$ cat src/rtl/pin_deglitch_pkg.sv
package pin_deglitch_pkg;

    typedef enum logic [1:0] {
        FM_OFF     = 2'd0,
        FM_BOTH    = 2'd1,
        FM_KEEP_LO = 2'd2,
        FM_KEEP_HI = 2'd3
    } fmode_t;

    typedef enum logic [1:0] {
        F_PASS = 2'd0,
        F_HOLD = 2'd1,
        F_QUAL = 2'd2
    } fstate_t;

    typedef enum logic [1:0] {
        W_OFF  = 2'd0,
        W_RUN  = 2'd1,
        W_DONE = 2'd2
    } wstate_t;

endpackage

$ cat src/rtl/pdg_sync.sv
module pdg_sync #(
    parameter int STAGES = 2
) (
    input  logic clk,
    input  logic rst_n,
    input  logic d_i,
    output logic q_o
);
    logic [STAGES-1:0] chain;

    for (genvar g = 0; g < STAGES; g++) begin : g_stage
        if (g == 0) begin : g_first
            always_ff @(posedge clk or negedge rst_n) begin
                if (!rst_n) chain[0] <= 1'b0;
                else        chain[0] <= d_i;
            end
        end else begin : g_next
            always_ff @(posedge clk or negedge rst_n) begin
                if (!rst_n) chain[g] <= 1'b0;
                else        chain[g] <= chain[g-1];
            end
        end
    end

    assign q_o = chain[STAGES-1];
endmodule

$ cat src/rtl/pdg_stepper.sv
module pdg_stepper #(
    parameter int STEP_A = 2,
    parameter int STEP_B = 8,
    parameter int STEP_C = 512,
    parameter int STEP_D = 2048,
    parameter int CNT_W  = 4
) (
    input  logic             clk,
    input  logic             rst_n,
    input  logic             clear_i,
    input  logic             tick_i,
    input  logic [1:0]       tbase_i,
    input  logic [CNT_W-1:0] stab_i,
    output logic             done_o
);
    localparam int MAX_AB  = (STEP_A > STEP_B) ? STEP_A : STEP_B;
    localparam int MAX_CD  = (STEP_C > STEP_D) ? STEP_C : STEP_D;
    localparam int MAX_ST  = (MAX_AB > MAX_CD) ? MAX_AB : MAX_CD;
    localparam int PRESC_W = $clog2(MAX_ST);

    logic [PRESC_W-1:0] presc;
    logic [CNT_W-1:0]   steps;
    logic [PRESC_W-1:0] len_m1;
    logic [CNT_W-1:0]   tgt_m1;
    logic               step_end;

    always_comb begin
        unique case (tbase_i)
            2'd0:    len_m1 = PRESC_W'(STEP_A - 1);
            2'd1:    len_m1 = PRESC_W'(STEP_B - 1);
            2'd2:    len_m1 = PRESC_W'(STEP_C - 1);
            default: len_m1 = PRESC_W'(STEP_D - 1);
        endcase
    end

    assign tgt_m1   = (stab_i == '0) ? '0 : stab_i - 1'b1;
    assign step_end = tick_i && (presc >= len_m1);
    assign done_o   = step_end && (steps >= tgt_m1);

    always_ff @(posedge clk or negedge rst_n) begin
        if (!rst_n) begin
            presc <= '0;
            steps <= '0;
        end else if (clear_i) begin
            presc <= '0;
            steps <= '0;
        end else if (step_end) begin
            presc <= '0;
            steps <= steps + 1'b1;
        end else if (tick_i) begin
            presc <= presc + 1'b1;
        end
    end

    assert_idle_hold_R8: assert property (@(posedge clk) disable iff (!rst_n)
        (!tick_i && !clear_i) |=> ($stable(presc) && $stable(steps)));
endmodule

$ cat src/rtl/pdg_warmup.sv
module pdg_warmup
    import pin_deglitch_pkg::*;
#(
    parameter int WARM_TICKS = 30
) (
    input  logic clk,
    input  logic rst_n,
    input  logic en_i,
    input  logic tick_i,
    output logic ready_o
);
    localparam int WARM_W = $clog2(WARM_TICKS + 1);

    wstate_t           wst, wnxt;
    logic [WARM_W-1:0] wcnt;
    logic              last_tick;

    assign last_tick = tick_i && (wcnt == WARM_W'(WARM_TICKS - 1));

    always_comb begin
        wnxt = wst;
        unique case (wst)
            W_OFF:   wnxt = en_i ? W_RUN : W_OFF;
            W_RUN:   wnxt = !en_i ? W_OFF : (last_tick ? W_DONE : W_RUN);
            W_DONE:  wnxt = en_i ? W_DONE : W_OFF;
            default: wnxt = W_OFF;
        endcase
    end

    always_ff @(posedge clk or negedge rst_n) begin
        if (!rst_n) wst <= W_OFF;
        else        wst <= wnxt;
    end

    always_ff @(posedge clk or negedge rst_n) begin
        if (!rst_n)                         wcnt <= '0;
        else if (wst != W_RUN)              wcnt <= '0;
        else if (tick_i && !last_tick)      wcnt <= wcnt + 1'b1;
    end

    assign ready_o = !en_i || (wst == W_DONE);

    assert_run_needs_tick_R8: assert property (@(posedge clk) disable iff (!rst_n)
        (wst == W_RUN && en_i && !tick_i) |=> (wst == W_RUN));
endmodule

$ cat src/rtl/pdg_filter_fsm.sv
module pdg_filter_fsm
    import pin_deglitch_pkg::*;
(
    input  logic   clk,
    input  logic   rst_n,
    input  fmode_t mode_i,
    input  logic   sync_i,
    input  logic   done_i,
    output logic   clear_o,
    output logic   level_o
);
    fstate_t fst, fnxt;
    logic    lvl_q;
    logic    off, diff, fast;

    assign off  = (mode_i == FM_OFF);
    assign diff = (sync_i != lvl_q);
    assign fast = (mode_i == FM_KEEP_LO && !sync_i) ||
                  (mode_i == FM_KEEP_HI &&  sync_i);

    always_comb begin
        fnxt = fst;
        unique case (fst)
            F_PASS:  fnxt = off ? F_PASS : F_HOLD;
            F_HOLD:  fnxt = off ? F_PASS : ((diff && !fast) ? F_QUAL : F_HOLD);
            F_QUAL:  fnxt = off ? F_PASS : ((!diff || done_i) ? F_HOLD : F_QUAL);
            default: fnxt = F_PASS;
        endcase
    end

    always_ff @(posedge clk or negedge rst_n) begin
        if (!rst_n) fst <= F_PASS;
        else        fst <= fnxt;
    end

    always_ff @(posedge clk or negedge rst_n) begin
        if (!rst_n) begin
            lvl_q <= 1'b0;
        end else begin
            unique case (fst)
                F_PASS:  lvl_q <= sync_i;
                F_HOLD:  if (!off && diff && fast) lvl_q <= sync_i;
                F_QUAL:  if (!off && diff && done_i) lvl_q <= sync_i;
                default: lvl_q <= lvl_q;
            endcase
        end
    end

    assign clear_o = (fst != F_QUAL);
    assign level_o = lvl_q;

    assert_wait_in_qual_R3: assert property (@(posedge clk) disable iff (!rst_n)
        (fst == F_QUAL && !off && diff && !done_i) |=> $stable(lvl_q));
    assert_fast_low_R6: assert property (@(posedge clk) disable iff (!rst_n)
        (fst == F_HOLD && mode_i == FM_KEEP_LO && !sync_i && lvl_q) |=> !lvl_q);
    assert_fast_high_R7: assert property (@(posedge clk) disable iff (!rst_n)
        (fst == F_HOLD && mode_i == FM_KEEP_HI && sync_i && !lvl_q) |=> lvl_q);
endmodule

$ cat src/rtl/pin_deglitch.sv
module pin_deglitch
    import pin_deglitch_pkg::*;
#(
    parameter int SYNC_STAGES = 2,
    parameter int STEP_A      = 2,
    parameter int STEP_B      = 8,
    parameter int STEP_C      = 512,
    parameter int STEP_D      = 2048,
    parameter int STAB_W      = 4,
    parameter int WARM_TICKS  = 30
) (
    input  logic              clk,
    input  logic              rst_n,
    input  logic              slow_tick,
    input  logic              pin_raw,
    input  logic [1:0]        filt_mode,
    input  logic [1:0]        tbase_sel,
    input  logic [STAB_W-1:0] stab_count,
    input  logic              irq_en_req,
    output logic              pin_level,
    output logic              filt_ready,
    output logic              irq_en_rdbk
);
    fmode_t mode;
    logic   pin_sync, step_done, step_clear;

    assign mode = fmode_t'(filt_mode);

    pdg_sync #(.STAGES(SYNC_STAGES)) u_sync (
        .clk(clk), .rst_n(rst_n), .d_i(pin_raw), .q_o(pin_sync)
    );

    pdg_stepper #(
        .STEP_A(STEP_A), .STEP_B(STEP_B), .STEP_C(STEP_C), .STEP_D(STEP_D),
        .CNT_W(STAB_W)
    ) u_step (
        .clk(clk), .rst_n(rst_n), .clear_i(step_clear), .tick_i(slow_tick),
        .tbase_i(tbase_sel), .stab_i(stab_count), .done_o(step_done)
    );

    pdg_filter_fsm u_fsm (
        .clk(clk), .rst_n(rst_n), .mode_i(mode), .sync_i(pin_sync),
        .done_i(step_done), .clear_o(step_clear), .level_o(pin_level)
    );

    pdg_warmup #(.WARM_TICKS(WARM_TICKS)) u_warm (
        .clk(clk), .rst_n(rst_n), .en_i(mode != FM_OFF), .tick_i(slow_tick),
        .ready_o(filt_ready)
    );

    assign irq_en_rdbk = irq_en_req && filt_ready;

    assert_pass_follow_R1: assert property (@(posedge clk) disable iff (!rst_n)
        (mode == FM_OFF && $past(mode) == FM_OFF && $past(mode, 2) == FM_OFF)
        |-> (pin_level == $past(pin_sync)));
    assert_off_rdbk_R10: assert property (@(posedge clk) disable iff (!rst_n)
        (mode == FM_OFF) |-> (irq_en_rdbk == irq_en_req));
    assert_rdbk_implies_req_R9: assert property (@(posedge clk) disable iff (!rst_n)
        irq_en_rdbk |-> irq_en_req);
endmodule

$ cat config.mk
export PLATFORM = sky130hd
export DESIGN_NAME = pin_deglitch
export DESIGN_NICKNAME = d
export VERILOG_FILES = /design/src/rtl/pin_deglitch_pkg.sv /design/src/rtl/pdg_sync.sv /design/src/rtl/pdg_stepper.sv /design/src/rtl/pdg_warmup.sv /design/src/rtl/pdg_filter_fsm.sv /design/src/rtl/pin_deglitch.sv
export SDC_FILE = /design/constraint.sdc
export NUM_CORES = 1
export LEC_CHECK = 0
export BUFFER_PORTS_ARGS = -buffer_cell sky130_fd_sc_hd__buf_2
export CORE_AREA = 5 5 77 79
export DETAILED_ROUTE_END_ITERATION = 10
export DIE_AREA = 0 0 82 84
export PLACE_DENSITY_LB_ADDON = 0.25
export SYNTH_ARGS = -nofsm -noshare
export SYNTH_HDL_FRONTEND = slang
export SYNTH_SLANG_ARGS = --single-unit
$ cat constraint.sdc
create_clock -name clk -period 2 [get_ports clk]
set_input_delay 0.4 -clock clk [delete_from_list [all_inputs] [get_ports clk]]
set_output_delay 0.4 -clock clk [all_outputs]
set_load 0.1 [all_outputs]
## Word level (Yosys, flattened, before mapping)

Index checks and enable logic that the tools add are counted.

- RAM bits: 0
- Memories kept: 0
- Word-level logic and storage cells: 82
- Output and inout bits: 3
- Bits in registers: 27
- Input bits: 13
- Memory bits (read-only): 0
- Bits in latches: 0

- $add $sub $neg: 4
- Div/mod/pow operators: 0
- $lt $le $gt $ge: 2
- Reduce and logical (&&, ||, !) cells: 31
- Shift operators: 0
- Bitwise gates (word level): 0
- Equal/unequal tests: 14
- Multiplexer cells: 23
- Multipliers: 0

Operators by type and width:

| cell | number |
|---|---|
| 11-bit 2-to-1 mux | 3 |
| 11-bit case mux with 3 select lines | 1 |
| 2-bit 2-to-1 mux | 7 |
| 4-bit 2-to-1 mux | 3 |
| 2-bit case mux with 3 select lines | 2 |
| 11-bit by 1-bit adder with 11-bit output (second input constant) | 1 |
| 11-bit greater-or-equal comparator | 1 |
| 1-bit logical AND | 11 |
| 2-bit == test (second input constant) | 5 |
| 5-bit 2-to-1 mux | 2 |
| 2-bit zero test | 4 |
| 2-bit by 1-bit == test with 1-bit output (second input constant) | 3 |
| 1-bit zero test | 6 |
| 2-bit by 1-bit != test with 1-bit output (second input constant) | 3 |
| 2-bit nonzero test | 3 |
| 3-bit nonzero test | 2 |
| 5-bit by 1-bit adder with 5-bit output (second input constant) | 1 |
| 5-bit == test (second input constant) | 1 |
| 4-bit by 1-bit adder with 4-bit output (second input constant) | 1 |
| 4-bit greater-or-equal comparator | 1 |
| 4-bit zero test | 1 |
| 1-bit 2-to-1 mux | 4 |
| 4-bit by 1-bit subtractor with 4-bit output (second input constant) | 1 |
| 1-bit logical OR | 3 |
| other kinds (4) | 4 |

## Logic depth before layout (Yosys ltp)

Gate-level depths: netlist of run 1.

- Depth in word-level cells: 9
- Mapped depth: 9
- Gate-level depth less buffers: 9

## Modules after synthesis

Synthesis of run 1 repeated with hierarchy kept, for this count alone.

- Cell total of the unflattened synthesis: 180
- Area, all modules: 1654.1 µm²

By module, submodules not included:

| module | times used | sequential area each (µm²) | cells each | area each (µm²) |
|---|---|---|---|---|
| pdg_stepper | 1 | 375.4 | 114 | 1017.2 |
| pdg_warmup | 1 | 175.2 | 39 | 372.9 |
| pdg_filter_fsm | 1 | 75.1 | 23 | 201.4 |
| pdg_sync | 1 | 50.0 | 2 | 50.0 |
| pin_deglitch | 1 | 0.0 | 2 | 12.5 |

## Worst setup path after synthesis of run 1

Ideal clock, no wire load.

- Path type: input-to-output
- Start point: in filt_mode[1]
- End point: out irq_en_rdbk
- Data required time: 1.600 ns
- Setup slack: -0.431 ns
- Path buffers: 0
- Cell stages on the path: 3
- Arrival time: 2.031 ns
- Path through: nor2_1 -> or2_2 -> and2_1

- Cells in the longest elaborated chain, start to end: 4

Ends and longest elaborated chain:

| what | line | source |
|---|---|---|
| start, declared | pin_deglitch.sv:16 | `input logic [1:0] filt_mode,` |
| 2-bit nonzero test | pin_deglitch.sv:47 | `.clk(clk), .rst_n(rst_n), .en_i(mode != FM_OFF), .tick_i(slow_tick),` |
| 1-bit zero test | -- |  |
| 1-bit logical OR | pdg_warmup.sv:41 | `assign ready_o = !en_i \|\| (wst == W_DONE);` |
| named net filt_ready | pin_deglitch.sv:21 | `output logic filt_ready,` |
| 1-bit logical AND | pin_deglitch.sv:51 | `assign irq_en_rdbk = irq_en_req && filt_ready;` |
| end, declared | pin_deglitch.sv:22 | `output logic irq_en_rdbk` |

The timed path passes the listed nets, and every way through them passes these cells.

## Final worst setup path of run 1

- Start point: reg u_step.presc[1]
- End point: reg u_fsm.fst[1]

- Cells in the longest elaborated chain, start to end: 7

Ends and longest elaborated chain:

| what | line | source |
|---|---|---|
| start, declared | pdg_stepper.sv:21 | `logic [PRESC_W-1:0] presc;` |
| start signal, assigned | pdg_stepper.sv:51 | `presc <= presc + 1'b1;` |
| 11-bit greater-or-equal comparator | pdg_stepper.sv:37 | `assign step_end = tick_i && (presc >= len_m1);` |
| 1-bit logical AND | pdg_stepper.sv:37 |  |
| 1-bit logical AND | pdg_stepper.sv:38 | `assign done_o = step_end && (steps >= tgt_m1);` |
| 1-bit logical OR | pdg_filter_fsm.sv:26 | `F_QUAL: fnxt = off ? F_PASS : ((!diff \|\| done_i) ? F_HOLD : F_QUAL);` |
| 2-bit 2-to-1 mux (2 in series) | pdg_filter_fsm.sv:26 |  |
| 2-bit case mux with 3 select lines | pdg_filter_fsm.sv:23 | `unique case (fst)` |
| named net u_fsm.fnxt[1] | pdg_filter_fsm.sv:12 | `fstate_t fst, fnxt;` |
| end signal, assigned | pdg_filter_fsm.sv:33 | `else fst <= fnxt;` |
| end, declared | pdg_filter_fsm.sv:12 |  |

The timed path passes the listed nets, and every way through them passes these cells.
A chain may end at the register's enable or synchronous reset.

==> results of run 1 <==
==> per-layer routing <==
metal | wire, um | track usage, %
met1 | 1724 | 15.76
met2 | 1621 | 17.78
met3 | 90 | 1.620
met4 | 27 | 3.172
met5 | 0 | 0
==> report_power, final <==
group,switching (mW),internal [mW]
clock network,0.177,0.140
logic,0.311,0.172
registers,0.0665,0.600
==> state kept, by name, indices dropped and copies added, names as in the netlist <==
| name | count |
|---|---|
| u_fsm.fst | 2 |
| u_step.presc | 11 |
| u_warm.wcnt | 5 |
| u_sync.q_o | 1 |
| u_fsm.level_o | 1 |
| u_step.steps | 4 |
| u_warm.wst | 2 |
| u_sync.chain | 1 |
==> cell usage after synthesis (all sizes together) <==
library cell  count  area [um2]
nand2b            4       25.02
o2111ai           1       8.760
nor3b             1       7.510
or3b              1       8.760
o21ai            10       65.07
inv               5       18.77
ha               18       225.2
o21bai            1       7.510
nor3              6       40.04
o22ai             1       6.260
o31ai             2       15.01
nand4b            1       8.760
nand4             7       43.79
mux2i             1       10.01
dfrtp            27       675.7
o211ai            2       20.02
nand2            16       62.56
nor2             31       118.9
xor2              8       70.07
a211oi            5       47.54
o311a             1       10.01
and2              2       12.51
o31a              1       17.52
a21oi            13       65.06
or2               2       12.51
clkbuf            1       3.750
a31oi             1       6.260
xnor2             7       61.31
nor2b             3       18.77
and4              1       8.760
buf               2       8.750
and3              1       6.260
or3               2       12.51
nand3             7       35.03
a32oi             1       8.760
==> cells by family after synthesis <==
group,after synthesis
flops,27
simple gates,85
fa+ha+maj,18
xor+xnor,15
mux,1
compound gates,39
buf+inv,8
==> final cells by class <==
type                    count  area share, %
flip-flops and latches     27          31.45
multi-input cells         158          50.67
inverters                   5         0.8736
clock buffers               3          1.922
clock inverters             1         0.2330
well taps                  72          4.193
repair buffers             31          10.66
==> timing repair <==
item,4_1_cts,5_1_grt
endpoints found under the hold margin,0,0
gates resized for setup,0,5
setup buffers,0,3
setup endpoints to repair,0,12
hold buffers,0,0
==> worst max-delay path, cell delays in order (launching register included) <==
cell and delay [ns]:
dfrtp_1 0.41, ha_1 0.29, a211oi_2 0.23, nor3_2 0.06, o31a_4 0.37, o211ai_4 0.25, a21oi_2 0.09, nor3_2 0.19
==> worst min-delay path by stage <==
stage | from | endpoint | depth (start not counted)
global route | rst_n | u_step.presc[2] | 1
floorplan | rst_n | u_fsm.fst[0] | 0
CTS | rst_n | u_step.presc[1] | 1
global placement | u_sync.chain[0] | u_sync.q_o | 0
finish | rst_n | u_step.presc[9] | 1
detailed placement | u_sync.chain[0] | u_sync.q_o | 0
==> through the flow <==
stage          util, %  setup TNS (ns)  hold slack, ns  total power [mW]
3_3_place_gp     39.06          -1.369          0.3325             1.147
5_1_grt          40.76        -0.08820          0.1809             1.571
6_report         40.76               0          0.1342             1.466
3_5_place_dp     39.06          -1.851          0.3365             1.153
2_1_floorplan        -               0          0.1044             1.006
4_1_cts          39.93               0          0.1528             1.475
==> impl_metrics.py, run 1 <==
metrics = {
    "global_routing": {
        "first_global_vias": 1418,
        "overflow": 0,
        "grt_max_degree": 28,
        "grt_use_total_pct": 11.25,
        "antenna_found_initial": 0,
        "grt_pass1_wl_um": 6292,
    },
    "timing": {
        "period_minus_slack_ns": 1.972,
        "fmax_ghz": 0.5072,
        "worstMarginPinSlew_ns": 0.6297,
        "setup_viol": 0,
        "timing.final.ws_setup_ns": 0.02833,
        "rsz0062_at_grt": "yes",
        "max_slew_margin_pct": 58.02,
        "fin_skew_ns": 0.003539,
        "finalHoldViolCount": 0,
        "post-route-period-util_pct": 98.58,
        "slew_viol_final": 0,
    },
    "layout": {
        "final_cells": 297,
        "seq_area_um2": 675.6,
        "nets": 257,
        "diodes": 0,
        "design_area_um2": 2148,
        "final_cell_mix": "30 x nor2_1, 27 x dfrtp_1, 18 x ha_1",
        "area_growth_pct": 21.17,
        "multiInputGateArea_um2": 1089,
        "nFillCells": 533,
        "final_common_cell": "nor2_1",
        "drive_gt1_share_pct": 22.67,
    },
    "drt": {
        "drt-wirelength-per-cell_um": 11.66,
        "ant_nets": 0,
        "wirelength_um": 3464,
        "vias": 1448,
        "via_per_inst": 4.875,
        "drt-initial-drc-count": 81,
        "route.detailed.drc": 0,
        "dr.pass1.iters": 4,
    },
    "die": {
        "start_util_pct": 33.64,
        "die_w_um": 82,
        "coreArea_um2": 5270,
        "dieArea_um2": 6888,
        "die_h_um": 84,
        "io_pins": 16,
        "fp-row-count": 27,
    },
    "synth": {
        "synthXorXnorAreaFrac_pct": 7.410,
        "muxShareOfSynthArea_pct": 0.5646,
        "ys_seq_area_share_pct": 38.11,
        "synth_fa_ha_area_share_pct": 12.70,
        "synth.avg_cell_area_um2": 9.186,
        "ys_ff_latch": 27,
        "synth_top_family_by_area": "simple AND/OR/NAND/NOR gates",
        "synth-simple-area-share_pct": 23.78,
        "synth_compound_area_share_pct": 15.67,
        "yosys_warnings": 0,
        "syn_area_um2": 1773,
        "syn_nets": 224,
        "ys_types": 43,
        "synth_cells": 193,
    },
    "run": {
        "drv_cap": 0,
    },
    "worst_setup_path": {
        "cp_max_fo": 5,
        "ff2ff_setup_slack_ns": 0.03,
        "worstSetupStartpointType": "register",
        "reg2reg_from": "u_step.presc[1]",
        "cp-endpoint": "u_fsm.fst[1]",
        "path_class": "reg2reg",
        "end_kind": "register",
        "required_ns": 2.20,
        "crit_start": "u_step.presc[1]",
        "crit_arrival_ns": 2.17,
        "rr_worst_depth": 7,
        "r2r_end": "u_fsm.fst[1]",
    },
    "clock_tree": {
        "cts_inserted_buffers": 3,
        "clkLatencyLatePin_ns": 0.27,
        "path_clk_slew_ns": 0.10,
        "cts-root-buf": "clkbuf_8",
        "h-tree-depth": 1,
        "cts_tree": "yes",
        "clockBufferDepth": 2,
        "cts_sinks": 27,
    },
    "power_and_ir_drop": {
        "max-vdd-ir-drop_mv": 0.5564,
        "power_per_cell_area_nw_per_um2": 682.2,
        "leakagePower_nw": 0.9363,
    },
    "placement": {
        "portBuffers": 15,
        "post-place-ws_ns": -0.1698,
        "placed_area_um2": 2058,
        "placedCellCount": 290,
        "gp_congestion": 0.8072,
        "dp_hpwl_um": 2651,
    },
    "hold_path": {
        "hold_path.class": "in2async",
    },
    "run_status": {
        "status": "complete, no violations",
    },
}
Note: power is estimated with default switching activity, not from simulation.
==> run 2: changes to the inputs <==
MAX_ROUTING_LAYER = met4   (was default)
==> impl_metrics.py, run 2 (synthesized netlist as in run 1, its figures left out) <==
metrics = {
    "layout": {
        "diodes": 0,
        "largest_reg_flops": 11,
        "regMostFlops": "u_step.presc",
        "nets": 257,
        "final_common_cell": "nor2_1",
        "final_cell_mix": "30 x nor2_1, 27 x dfrtp_1, 18 x ha_1",
        "top_regs": "u_step.presc: 11 flops, u_warm.wcnt: 5 flops, u_step.steps: 4 flops",
        "area_growth_pct": 21.17,
        "final_core_util_pct": 40.76,
        "drive_gt1_share_pct": 22.67,
        "final_cells": 297,
    },
    "die": {
        "die_h_um": 84,
        "coreArea_um2": 5270,
        "io_pins": 16,
        "die_w_um": 82,
        "dieArea_um2": 6888,
        "fp-row-count": 27,
        "start_util_pct": 33.64,
    },
    "timing": {
        "setup_viol": 0,
        "period_minus_slack_ns": 1.972,
        "rsz0062_at_grt": "yes",
        "whs_ns": 0.1342,
        "max_slew_margin_pct": 58.02,
        "fmax_ghz": 0.5072,
        "timing.final.ws_setup_ns": 0.02833,
        "finalHoldViolCount": 0,
        "post-route-period-util_pct": 98.58,
        "fin_skew_ns": 0.003538,
        "slew_viol_final": 0,
        "worstMarginPinSlew_ns": 0.6296,
    },
    "drt": {
        "drt-initial-drc-count": 81,
        "via_per_inst": 4.875,
        "vias": 1448,
        "wirelength_um": 3464,
        "route.detailed.drc": 0,
        "drt-wirelength-per-cell_um": 11.66,
        "ant_nets": 0,
        "dr.pass1.iters": 4,
    },
    "clock_tree": {
        "path_clk_slew_ns": 0.10,
        "clkLatencyLatePin_ns": 0.27,
        "cts_sinks": 27,
        "cts-root-buf": "clkbuf_8",
        "cts_inserted_buffers": 3,
        "clockBufferDepth": 2,
        "h-tree-depth": 1,
        "cts_tree": "yes",
    },
    "hold_path": {
        "hold_path.class": "in2async",
    },
    "worst_setup_path": {
        "end_kind": "register",
        "r2r_end": "u_fsm.fst[1]",
        "cp_max_fo": 5,
        "crit_arrival_ns": 2.17,
        "worstSetupStartpointType": "register",
        "rr_worst_depth": 7,
        "cp-endpoint": "u_fsm.fst[1]",
        "crit_start": "u_step.presc[1]",
        "required_ns": 2.20,
        "path_class": "reg2reg",
        "ff2ff_setup_slack_ns": 0.03,
        "reg2reg_from": "u_step.presc[1]",
    },
    "power_and_ir_drop": {
        "max-vdd-ir-drop_mv": 0.5564,
        "clkPwrFrac_pct": 21.6,
        "p_switching_mw": 0.5539,
        "power.internal_mw": 0.9116,
        "power_per_cell_area_nw_per_um2": 682.2,
        "combPwrFrac_pct": 32.9,
        "seq_power_share_pct": 45.5,
        "leakagePower_nw": 0.9363,
        "switching_share_pct": 37.80,
    },
    "global_routing": {
        "overflow": 0,
        "antenna_found_initial": 0,
        "grt_pass1_wl_um": 6292,
        "first_global_vias": 1418,
        "grt_max_degree": 28,
        "grt_use_total_pct": 11.55,
    },
    "placement": {
        "dp_hpwl_um": 2651,
        "portBuffers": 15,
        "gp_congestion": 0.8190,
        "post-place-ws_ns": -0.1698,
        "placedCellCount": 290,
    },
    "run": {
        "drv_cap": 0,
    },
    "run_status": {
        "status": "complete, no violations",
    },
}
-- run 2: final cells by class --
type / instances / area (um2)
fill: 533 / 3122
multi-input combinational: 158 / 1089
sequential: 27 / 675.6
timing repair buffer: 31 / 229.0
tap: 72 / 90.09
clock buffer: 3 / 41.29
inverter: 5 / 18.77
clock inverter: 1 / 5.005
-- run 2: layer usage --
metal  part of all wire [%]  vias to the layer above  global-route usage [%]  wire length (um)
li1                       -                      749                       -                 -
met2                     47                       15                   17.78              1621
met3                    2.6                        2                   1.620                89
met1                     50                      682                   15.76              1724
met5                      0                        -                       -                 0
met4                   0.84                        0                   3.172                29
-- run 2: repair_timing --
action / CTS / global route
buffers inserted: 0 / 3
resized for setup: 0 / 5
hold buffers: 0 / 0
endpoints found under the setup margin: 0 / 12
-- run 2: worst min-delay path by stage --
| stage | start | endpoint | slack (ns) | cells past startpoint |
|---|---|---|---|---|
| finish | rst_n | u_step.presc[9] | 0.13 | 1 |
| global route | rst_n | u_step.presc[2] | 0.18 | 1 |
| CTS | rst_n | u_step.presc[1] | 0.15 | 1 |
| detailed placement | u_sync.chain[0] | u_sync.q_o | 0.34 | 0 |
| global placement | u_sync.chain[0] | u_sync.q_o | 0.33 | 0 |
| floorplan | rst_n | u_fsm.fst[0] | 0.10 | 0 |
-- run 2: critical path, cell delays in order (launching register included) --
cell and delay [ns]:
dfrtp_1 0.41, ha_1 0.29, a211oi_2 0.23, nor3_2 0.06, o31a_4 0.37, o211ai_4 0.25
a21oi_2 0.09, nor3_2 0.19
-- run 2: per-stage QoR --
| stage | TNS (ns) | area (um2) | power [mW] |
|---|---|---|---|
| 2_1_floorplan | 0 | 1778 | 1.006 |
| 3_3_place_gp | -1.369 | 2058 | 1.147 |
| 3_5_place_dp | -1.851 | 2058 | 1.153 |
| 4_1_cts | 0 | 2105 | 1.475 |
| 5_1_grt | -0.08820 | 2148 | 1.571 |
| 6_report | 0 | 2148 | 1.466 |
-- run 2: power groups by stage --
stage          clock network (mW)  logic, mW  registers [mW]
4_1_cts                     0.331      0.477           0.668
3_3_place_gp                    0      0.468           0.678
5_1_grt                     0.349      0.542           0.681
3_5_place_dp                    0      0.475           0.678
2_1_floorplan                   0      0.273           0.734
6_report                    0.316      0.483           0.666
